===== src/rtl/ivl_timer_pkg.sv =====
package ivl_timer_pkg;
  localparam int CNT_W  = 16;
  localparam int RATE_W = 2;
  localparam int ADDR_W = 2;

  localparam logic [ADDR_W-1:0] ADDR_CTRL = 2'd0;
  localparam logic [ADDR_W-1:0] ADDR_DATA = 2'd1;
  localparam logic [ADDR_W-1:0] ADDR_CLO  = 2'd2;
  localparam logic [ADDR_W-1:0] ADDR_CHI  = 2'd3;

  localparam int BIT_RUN  = 0;
  localparam int BIT_RATE = 1;
  localparam int BIT_FLAG = BIT_RATE + RATE_W;
  localparam int BIT_LREQ = BIT_FLAG + 1;

  localparam logic [CNT_W-1:0] DATA_RST = '1;

  typedef struct packed {
    logic clrCount;
    logic incCount;
    logic toggleOut;
    logic latchFromData;
    logic latchFromBus;
  } dpCtl_t;
endpackage


===== src/rtl/ivl_prescaler.sv =====
module ivl_prescaler #(
  parameter int RATE_W = 2
) (
  input  logic              clk,
  input  logic              rstN,
  input  logic [RATE_W-1:0] rateSel,
  output logic              tick
);
  localparam int PRE_W = (1 << RATE_W) - 1;

  logic [PRE_W-1:0] preCnt;
  logic [PRE_W-1:0] mask;

  always_comb begin
    for (int i = 0; i < PRE_W; i++) begin
      mask[i] = (i < int'(rateSel));
    end
  end

  assign tick = ((preCnt & mask) == mask);

  always_ff @(posedge clk or negedge rstN) begin
    if (!rstN) preCnt <= '0;
    else       preCnt <= preCnt + 1'b1;
  end
endmodule


===== src/rtl/ivl_ctrl.sv =====
module ivl_ctrl
  import ivl_timer_pkg::*;
(
  input  logic              clk,
  input  logic              rstN,
  input  logic              wrEn,
  input  logic [ADDR_W-1:0] wrAddr,
  input  logic [CNT_W-1:0]  wrData,
  input  logic              countEq,
  output dpCtl_t            dpCtl,
  output logic              dataWr,
  output logic              run,
  output logic [RATE_W-1:0] rateSel,
  output logic              matchFlag,
  output logic              loadReq
);
  logic ctrlWr, startPulse, stopWr, countEn, matchNow, tick;

  ivl_prescaler #(.RATE_W(RATE_W)) u_pre (
    .clk(clk), .rstN(rstN), .rateSel(rateSel), .tick(tick)
  );

  always_comb begin
    ctrlWr     = wrEn && (wrAddr == ADDR_CTRL);
    dataWr     = wrEn && (wrAddr == ADDR_DATA);
    startPulse = ctrlWr && wrData[BIT_RUN] && !run;
    stopWr     = ctrlWr && !wrData[BIT_RUN];
    countEn    = run && tick && !stopWr;
    matchNow   = countEn && countEq;

    dpCtl.clrCount      = startPulse || matchNow;
    dpCtl.incCount      = countEn && !countEq;
    dpCtl.toggleOut     = matchNow;
    dpCtl.latchFromData = matchNow && loadReq;
    dpCtl.latchFromBus  = dataWr && !run;
  end

  always_ff @(posedge clk or negedge rstN) begin
    if (!rstN) begin
      run       <= 1'b0;
      rateSel   <= '0;
      matchFlag <= 1'b0;
      loadReq   <= 1'b0;
    end else begin
      if (ctrlWr) begin
        run     <= wrData[BIT_RUN];
        rateSel <= wrData[BIT_RATE +: RATE_W];
      end
      if (matchNow)
        matchFlag <= 1'b1;
      else if (ctrlWr && !wrData[BIT_FLAG])
        matchFlag <= 1'b0;
      if (ctrlWr && wrData[BIT_LREQ])
        loadReq <= 1'b1;
      else if (matchNow && loadReq)
        loadReq <= 1'b0;
    end
  end
endmodule


===== src/rtl/ivl_datapath.sv =====
module ivl_datapath
  import ivl_timer_pkg::*;
(
  input  logic             clk,
  input  logic             rstN,
  input  dpCtl_t           dpCtl,
  input  logic             dataWr,
  input  logic [CNT_W-1:0] busData,
  output logic [CNT_W-1:0] count,
  output logic [CNT_W-1:0] latchVal,
  output logic [CNT_W-1:0] dataReg,
  output logic             countEq,
  output logic             timerOut
);
  assign countEq = (count == latchVal);

  always_ff @(posedge clk or negedge rstN) begin
    if (!rstN) begin
      count    <= '0;
      latchVal <= DATA_RST;
      dataReg  <= DATA_RST;
      timerOut <= 1'b0;
    end else begin
      if (dpCtl.clrCount)      count <= '0;
      else if (dpCtl.incCount) count <= count + 1'b1;

      if (dpCtl.latchFromBus)       latchVal <= busData;
      else if (dpCtl.latchFromData) latchVal <= dataReg;

      if (dataWr) dataReg <= busData;
      if (dpCtl.toggleOut) timerOut <= !timerOut;
    end
  end
endmodule


===== src/rtl/ivl_timer.sv =====
module ivl_timer
  import ivl_timer_pkg::*;
(
  input  logic              clk,
  input  logic              rstN,
  input  logic              wrEn,
  input  logic [ADDR_W-1:0] wrAddr,
  input  logic [CNT_W-1:0]  wrData,
  input  logic [ADDR_W-1:0] rdAddr,
  output logic [CNT_W-1:0]  rdData,
  output logic              matchFlag,
  output logic              timerOut
);
  localparam int BYTE_W = 8;

  dpCtl_t            dpCtl;
  logic              dataWr, run, loadReq, countEq;
  logic [RATE_W-1:0] rateSel;
  logic [CNT_W-1:0]  count, latchVal, dataReg;

  ivl_ctrl u_ctrl (
    .clk(clk), .rstN(rstN), .wrEn(wrEn), .wrAddr(wrAddr), .wrData(wrData),
    .countEq(countEq), .dpCtl(dpCtl), .dataWr(dataWr), .run(run),
    .rateSel(rateSel), .matchFlag(matchFlag), .loadReq(loadReq)
  );

  ivl_datapath u_dp (
    .clk(clk), .rstN(rstN), .dpCtl(dpCtl), .dataWr(dataWr), .busData(wrData),
    .count(count), .latchVal(latchVal), .dataReg(dataReg),
    .countEq(countEq), .timerOut(timerOut)
  );

  always_comb begin
    rdData = '0;
    case (rdAddr)
      ADDR_CTRL: begin
        rdData[BIT_RUN]               = run;
        rdData[BIT_RATE +: RATE_W]    = rateSel;
        rdData[BIT_FLAG]              = matchFlag;
        rdData[BIT_LREQ]              = loadReq;
      end
      ADDR_DATA: rdData = dataReg;
      ADDR_CLO:  rdData[BYTE_W-1:0] = count[BYTE_W-1:0];
      default:   rdData[BYTE_W-1:0] = count[2*BYTE_W-1:BYTE_W];
    endcase
  end
endmodule


===== config.mk =====
export PLATFORM = sky130hd
export DESIGN_NAME = ivl_timer
export DESIGN_NICKNAME = d
export VERILOG_FILES = /design/src/rtl/ivl_timer_pkg.sv /design/src/rtl/ivl_prescaler.sv /design/src/rtl/ivl_ctrl.sv /design/src/rtl/ivl_datapath.sv /design/src/rtl/ivl_timer.sv
export SDC_FILE = /design/constraint.sdc
export NUM_CORES = 1
export LEC_CHECK = 0
export ABC_AREA = 0
export BUFFER_PORTS_ARGS = -buffer_cell sky130_fd_sc_hd__buf_2
export CELL_PAD_IN_SITES_DETAIL_PLACEMENT = 2
export CELL_PAD_IN_SITES_GLOBAL_PLACEMENT = 2
export CORE_MARGIN = 1
export CORE_UTILIZATION = 35
export CTS_BUF_LIST = sky130_fd_sc_hd__clkbuf_2
export CTS_CLUSTER_DIAMETER = 150
export DETAILED_ROUTE_END_ITERATION = 16
export GPL_ROUTABILITY_DRIVEN = 0
export PLACE_DENSITY = 0.79
export SLEW_MARGIN = 0
export SYNTH_ARGS = -nofsm -noshare
export SYNTH_HDL_FRONTEND = slang
export SYNTH_SLANG_ARGS = --single-unit

===== constraint.sdc =====
create_clock -name clk -period 1.9 [get_ports clk]
set_input_delay 0.19 -clock clk [delete_from_list [all_inputs] [get_ports clk]]
set_output_delay 0.19 -clock clk [all_outputs]
set_load 0.02 [all_outputs]

Word level (Yosys, flattened, before mapping)
Cells that the tools add are included.

Bits in registers: 57. Bits in writable memories: 0. Memories kept: 0. Memory bits (read-only): 0. Latch bits: 0. Input bits: 23. Output and inout port bits: 18. Logic and storage cells: 57.

$mul: 0. Eq/ne operators: 5. Reductions and logical operators: 26. Muxes and demuxes: 11. Add/sub/neg operators: 2. Bitwise gates (word level): 1. Divide/modulo/power cells: 0. Order comparisons: 3. Shifts and indexed selects: 0.

Operators by type and width (count): 2-to-1 mux 16 bit (4); adder 16 x 1 -> 16 bit, second input constant (1); equality test 16 bit (1); case mux 5 bit (3 select lines) (1); logical AND 1 bit (13); case mux 3 bit (3 select lines) (1); 2-to-1 mux 8 bit (1); nonzero test 2 bit (4); logical NOT 1 bit (6); equality test 2 x 1 -> 1 bit, second input constant (2); logical NOT 2 bit (2); less-than comparator 1 x 2 -> 1 bit, first input constant (2); 2-to-1 mux 1 bit (4); adder 3 x 1 -> 3 bit, second input constant (1); AND 3 bit (1); equality test 3 bit (1); equality test 2 bit, second input constant (1); less-than comparator 2 bit, first input constant (1); logical OR 1 bit (1).

Logic depth before layout (Yosys ltp)
Word-level depth: 9. Depth in mapped cells: 8. Gate-level depth less buffers: 5.

Cells and area by module
A second synthesis with hierarchy kept.

Cells, all modules: 270. Area, all modules: 3133.0 um^2.

By module, submodules not included: ivl_datapath (instances 1, area an instance 2456.1 um^2, cells an instance 211, sequential area each 1266.2 um^2); ivl_ctrl (instances 1, area an instance 280.3 um^2, cells an instance 26, sequential area each 125.1 um^2); ivl_timer (instances 1, area an instance 262.8 um^2, cells an instance 23, sequential area each 0.0 um^2); ivl_prescaler (instances 1, area an instance 133.9 um^2, cells an instance 10, sequential area each 75.1 um^2).

Worst setup path after synthesis
OpenSTA, ideal clock, no wires.

Kind: register to register. From: register u_dp.count[8]. To: register u_dp.count[10]. Cell stages (with the launch flop): 8. Buffers on the path: 2. Data arrival time: 1.718 ns. Period minus slack after synthesis: 1.848 ns. Setup time: 0.130 ns. Setup slack: 0.052 ns. Data required time: 1.770 ns. Cells stage by stage: dfrtp_1 buf_2 xor2_1 nor4_1 nand4_1 o21ai_2 buf_2 a21oi_1.

Cells in the longest elaborated chain, start to end: 4. Elaborated cells between the ends (all ways): 9. Classes of those cells: 1 x add/sub; 1 x eq/ne; 2 x mux; 5 x reduce/logical.

RTL lines: from (decl) (line ivl_datapath.sv:9) `output logic [CNT_W-1:0] count,`; from (signal assigned) (line ivl_datapath.sv:25) `else if (dpCtl.incCount) count <= count + 1'b1;`; parallel branches: the longest is 4 deep, another holds adder 16 x 1 -> 16 bit.

Parallel ways; which one is timed is not known. The select of a mux whose other input is x is not followed. A chain may end at the register's enable or synchronous reset.

Worst setup path in the final report
From: register u_dp.count[12]. To: register u_dp.timerOut.

Cells in the longest elaborated chain, start to end: 2.

RTL lines: equality test 16 bit (line ivl_datapath.sv:15) `assign countEq = (count == latchVal);`; logical AND 1 bit (line ivl_ctrl.sv:29) `matchNow = countEn && countEq;`; to (signal assigned) (line ivl_datapath.sv:31) `if (dpCtl.toggleOut) timerOut <= !timerOut;`; to (decl) (line ivl_datapath.sv:13) `output logic timerOut`.

Every way passes these cells.

==> impl_metrics.json <==
{
  "outcome": "finished with violations",
  "violations": "negative setup slack",
  "worstPathArrival_ns": 2.70,
  "combPwrFrac_pct": 29.7,
  "placed_cells": 465,
  "synthTopCellsByCount": "a21oi_1, dfstp_2, o21ai_0",
  "overflow": 0,
  "viasPerCell": 6.57,
  "firstDrtPassIters": 5,
  "antenna_found_initial": 0,
  "ff2ff_path_depth": 6,
  "grt_start_max_net_pins": 58,
  "finClkSkew_ns": 0.0521,
  "fin_ws_ns": -0.347,
  "critPathMaxFanout": 4,
  "p_int_uw": 2490,
  "worstSkewPairLatency_ns": 0.56,
  "dieArea_mm2": 0.00932,
  "p_clk_share_pct": 25.5,
  "async_flop_share_pct": 100,
  "synth_cell_types": 38,
  "vias": 3430,
  "fin_util_pct": 53.2,
  "nets": 434,
  "worstMarginPinSlew_ns": 0.456,
  "grt_pass1_wl_um": 21300,
  "max_slew_margin_pct": 69.5,
  "cts_root_buffer": "clkbuf_2",
  "synth_area_per_cell_um2": 10.4,
  "switching_power_uw": 1670,
  "hold_violations": 0,
  "synth_area_leaders": "dfstp_2, dfrtp_1, mux2_2, a21oi_1, xor2_1",
  "area_delta_synth_final_pct": 47.5,
  "cts_buffers": 9,
  "syn_inst": 302,
  "cts_tree": "built",
  "timing.rr.end": "u_dp.timerOut",
  "timing.fmax_mhz": 445,
  "core_mm2": 0.00868,
  "reg2reg_from": "u_dp.count[12]",
  "clk_pin_slew_ns": 0.25,
  "remaining_drc_errors": 0,
  "drt.antenna.violating_nets": 0,
  "grt_pass1_vias": 3427,
  "peakVddDrop_mv": 0.476,
  "seq_area_frac_synth_pct": 46.9,
  "sw_frac_of_total_pct": 40.1,
  "dpl.hpwl_um": 7360,
  "fp.dieW_um": 96.5,
  "drv_cap": 0,
  "detailedPlace.worstSlack_ns": -0.101,
  "synth_edf_count": 0,
  "hold_class": "in -> async",
  "ys_ff_latch": 57,
  "yosysTopAreaCellShare_pct": 26.9,
  "p_leak_uw": 0.00188,
  "critical_path.endpoint": "u_dp.timerOut",
  "finalSetupViolCount": 43,
  "worstSetupPathType": "reg -> reg",
  "grt_use_total_pct": 32.8,
  "period_share_pct": 118,
  "io_pins": 41,
  "start_util_pct": 36.0,
  "yosys.area.top_type": "dfstp_2",
  "diodes": 0,
  "cts_sinks": 57,
  "slew_viol_final": 0,
  "seqPwrFrac_pct": 44.8,
  "io_buffers": 40,
  "r2r_slack_ns": -0.35,
  "htree_levels": 3,
  "synth_area_mm2": 0.00313,
  "syn_nets": 327,
  "period_needed_ns": 2.25,
  "critPathCaptureType": "register",
  "wl_per_cell_um": 34.7,
  "cts.path.max_buffers": 2,
  "die_h_um": 96.5,
  "finalNonFillerCells": 522,
  "drive_gt1_share_pct": 55.1,
  "routed_wirelength_um": 18100,
  "yosysWarningCount": 0,
  "crit_start": "u_dp.count[12]",
  "worstSetupStartpointType": "register",
  "synth_flop_cell": "dfstp_2",
  "crit_required_ns": 2.35,
  "rsz0062_at_grt": "true",
  "drtIter0Drc": 315,
  "powerDensity_mw_per_mm2": 901,
  "rows": 34
}
[worst min-delay path by stage]
| stage | cells after the start | to |
|---|---|---|
| after global placement | 2 | u_ctrl.run |
| after global routing | 3 | u_ctrl.rateSel[1] |
| after floorplan | 0 | u_ctrl.loadReq |
| after detailed placement | 2 | u_dp.count[8] |
| after CTS | 3 | u_dp.count[1] |
| final | 3 | u_ctrl.u_pre.preCnt[2] |
[placed cells by master (no fill, tap or decap), drive strengths merged, types with 5 or more instances in the layout]
cell and instances:
buf 95, dfstp 32, a21oi 32, o21ai 29, dfrtp 25, mux2 22, nor2 19, dlygate4sd3 17
xor2 17, a31oi 16, clkbuf 13, and2 10, nand2 8, nand4 7, nand3 7, or3 7
o31ai 7, inv 6, or4 6, mux4 5
[state kept, by name (all words and copies together) (netlist names)]
register	flops
u_ctrl.loadReq	1
u_ctrl.matchFlag	1
u_ctrl.rateSel	2
u_ctrl.run	1
u_ctrl.u_pre.preCnt	3
u_dp.count	16
u_dp.dataReg	16
u_dp.latchVal	16
u_dp.timerOut	1
[power groups by stage]
stage | registers (uW) | logic (uW) | clock network [uW]
2_1_floorplan | 1640 | 530 | 0
3_3_place_gp | 1730 | 772 | 0
3_5_place_dp | 1750 | 808 | 0
4_1_cts | 1740 | 957 | 1010
5_1_grt | 1860 | 1270 | 1110
6_report | 1860 | 1230 | 1060
[layout make-up]
type / count / area, um^2
fillers: 850 / 4060
multi-input cells: 221 / 1830
flip-flops and latches: 57 / 1470
repair buffers: 115 / 1010
well taps: 108 / 135
clock inverters: 6 / 91.3
clock buffers: 10 / 50.0
inverters: 5 / 18.8
[cell families (layout without fill, tap and decap cells)]
logic type,after synthesis,after routing,share of synthesized area (%)
adder cells (fa/ha/maj),2,2,0.800
multiplexers,27,27,11.5
buffers and inverters,24,136,3.44
XOR/XNOR,18,18,5.04
flip-flops,57,57,46.9
AND/OR/NAND/NOR,84,84,15.8
AO/OA/AOI/OAI,90,90,16.5
[worst max-delay path, cell delays in order (launching register included)]
cell and delay (ns):
dfrtp_1 0.49, buf_4 0.17, xor2_1 0.17, nor4_2 0.35
and4_4 0.38, nand3_1 0.27, xnor2_1 0.33
[metal layers]
metal / share of wire [%] / global-route usage (%) / vias to the layer above
met1: 38 / 40.9 / 1752
met2: 48 / 54.6 / 247
met4: 6.5 / 16.1 / 0
met3: 7.2 / 6.03 / 98
met5: 0 / 0 / -
li1: - / - / 1333
[timing repair]
| action | 4_1_cts | 5_1_grt |
|---|---|---|
| hold buffers | 17 | 0 |
| endpoints found under the hold margin | 94 | 0 |
| cloned | 0 | 5 |
| pin swaps | 5 | 23 |
| setup buffers | 16 | 3 |
| resized for setup | 39 | 70 |
| setup endpoints to repair | 28 | 43 |
[metrics by stage]
step	instance area [um^2]	TNS, ns	power [uW]	hold slack, ns
after floorplan	3130	0	2170	-0.106
after global placement	3680	-0.0274	2500	0.229
after detailed placement	3680	-0.133	2560	0.221
after CTS	4230	-0.331	3700	0.158
after global routing	4610	-9.00	4250	0.157
final	4610	-7.06	4160	0.132
(Power assumes the default switching activity.)
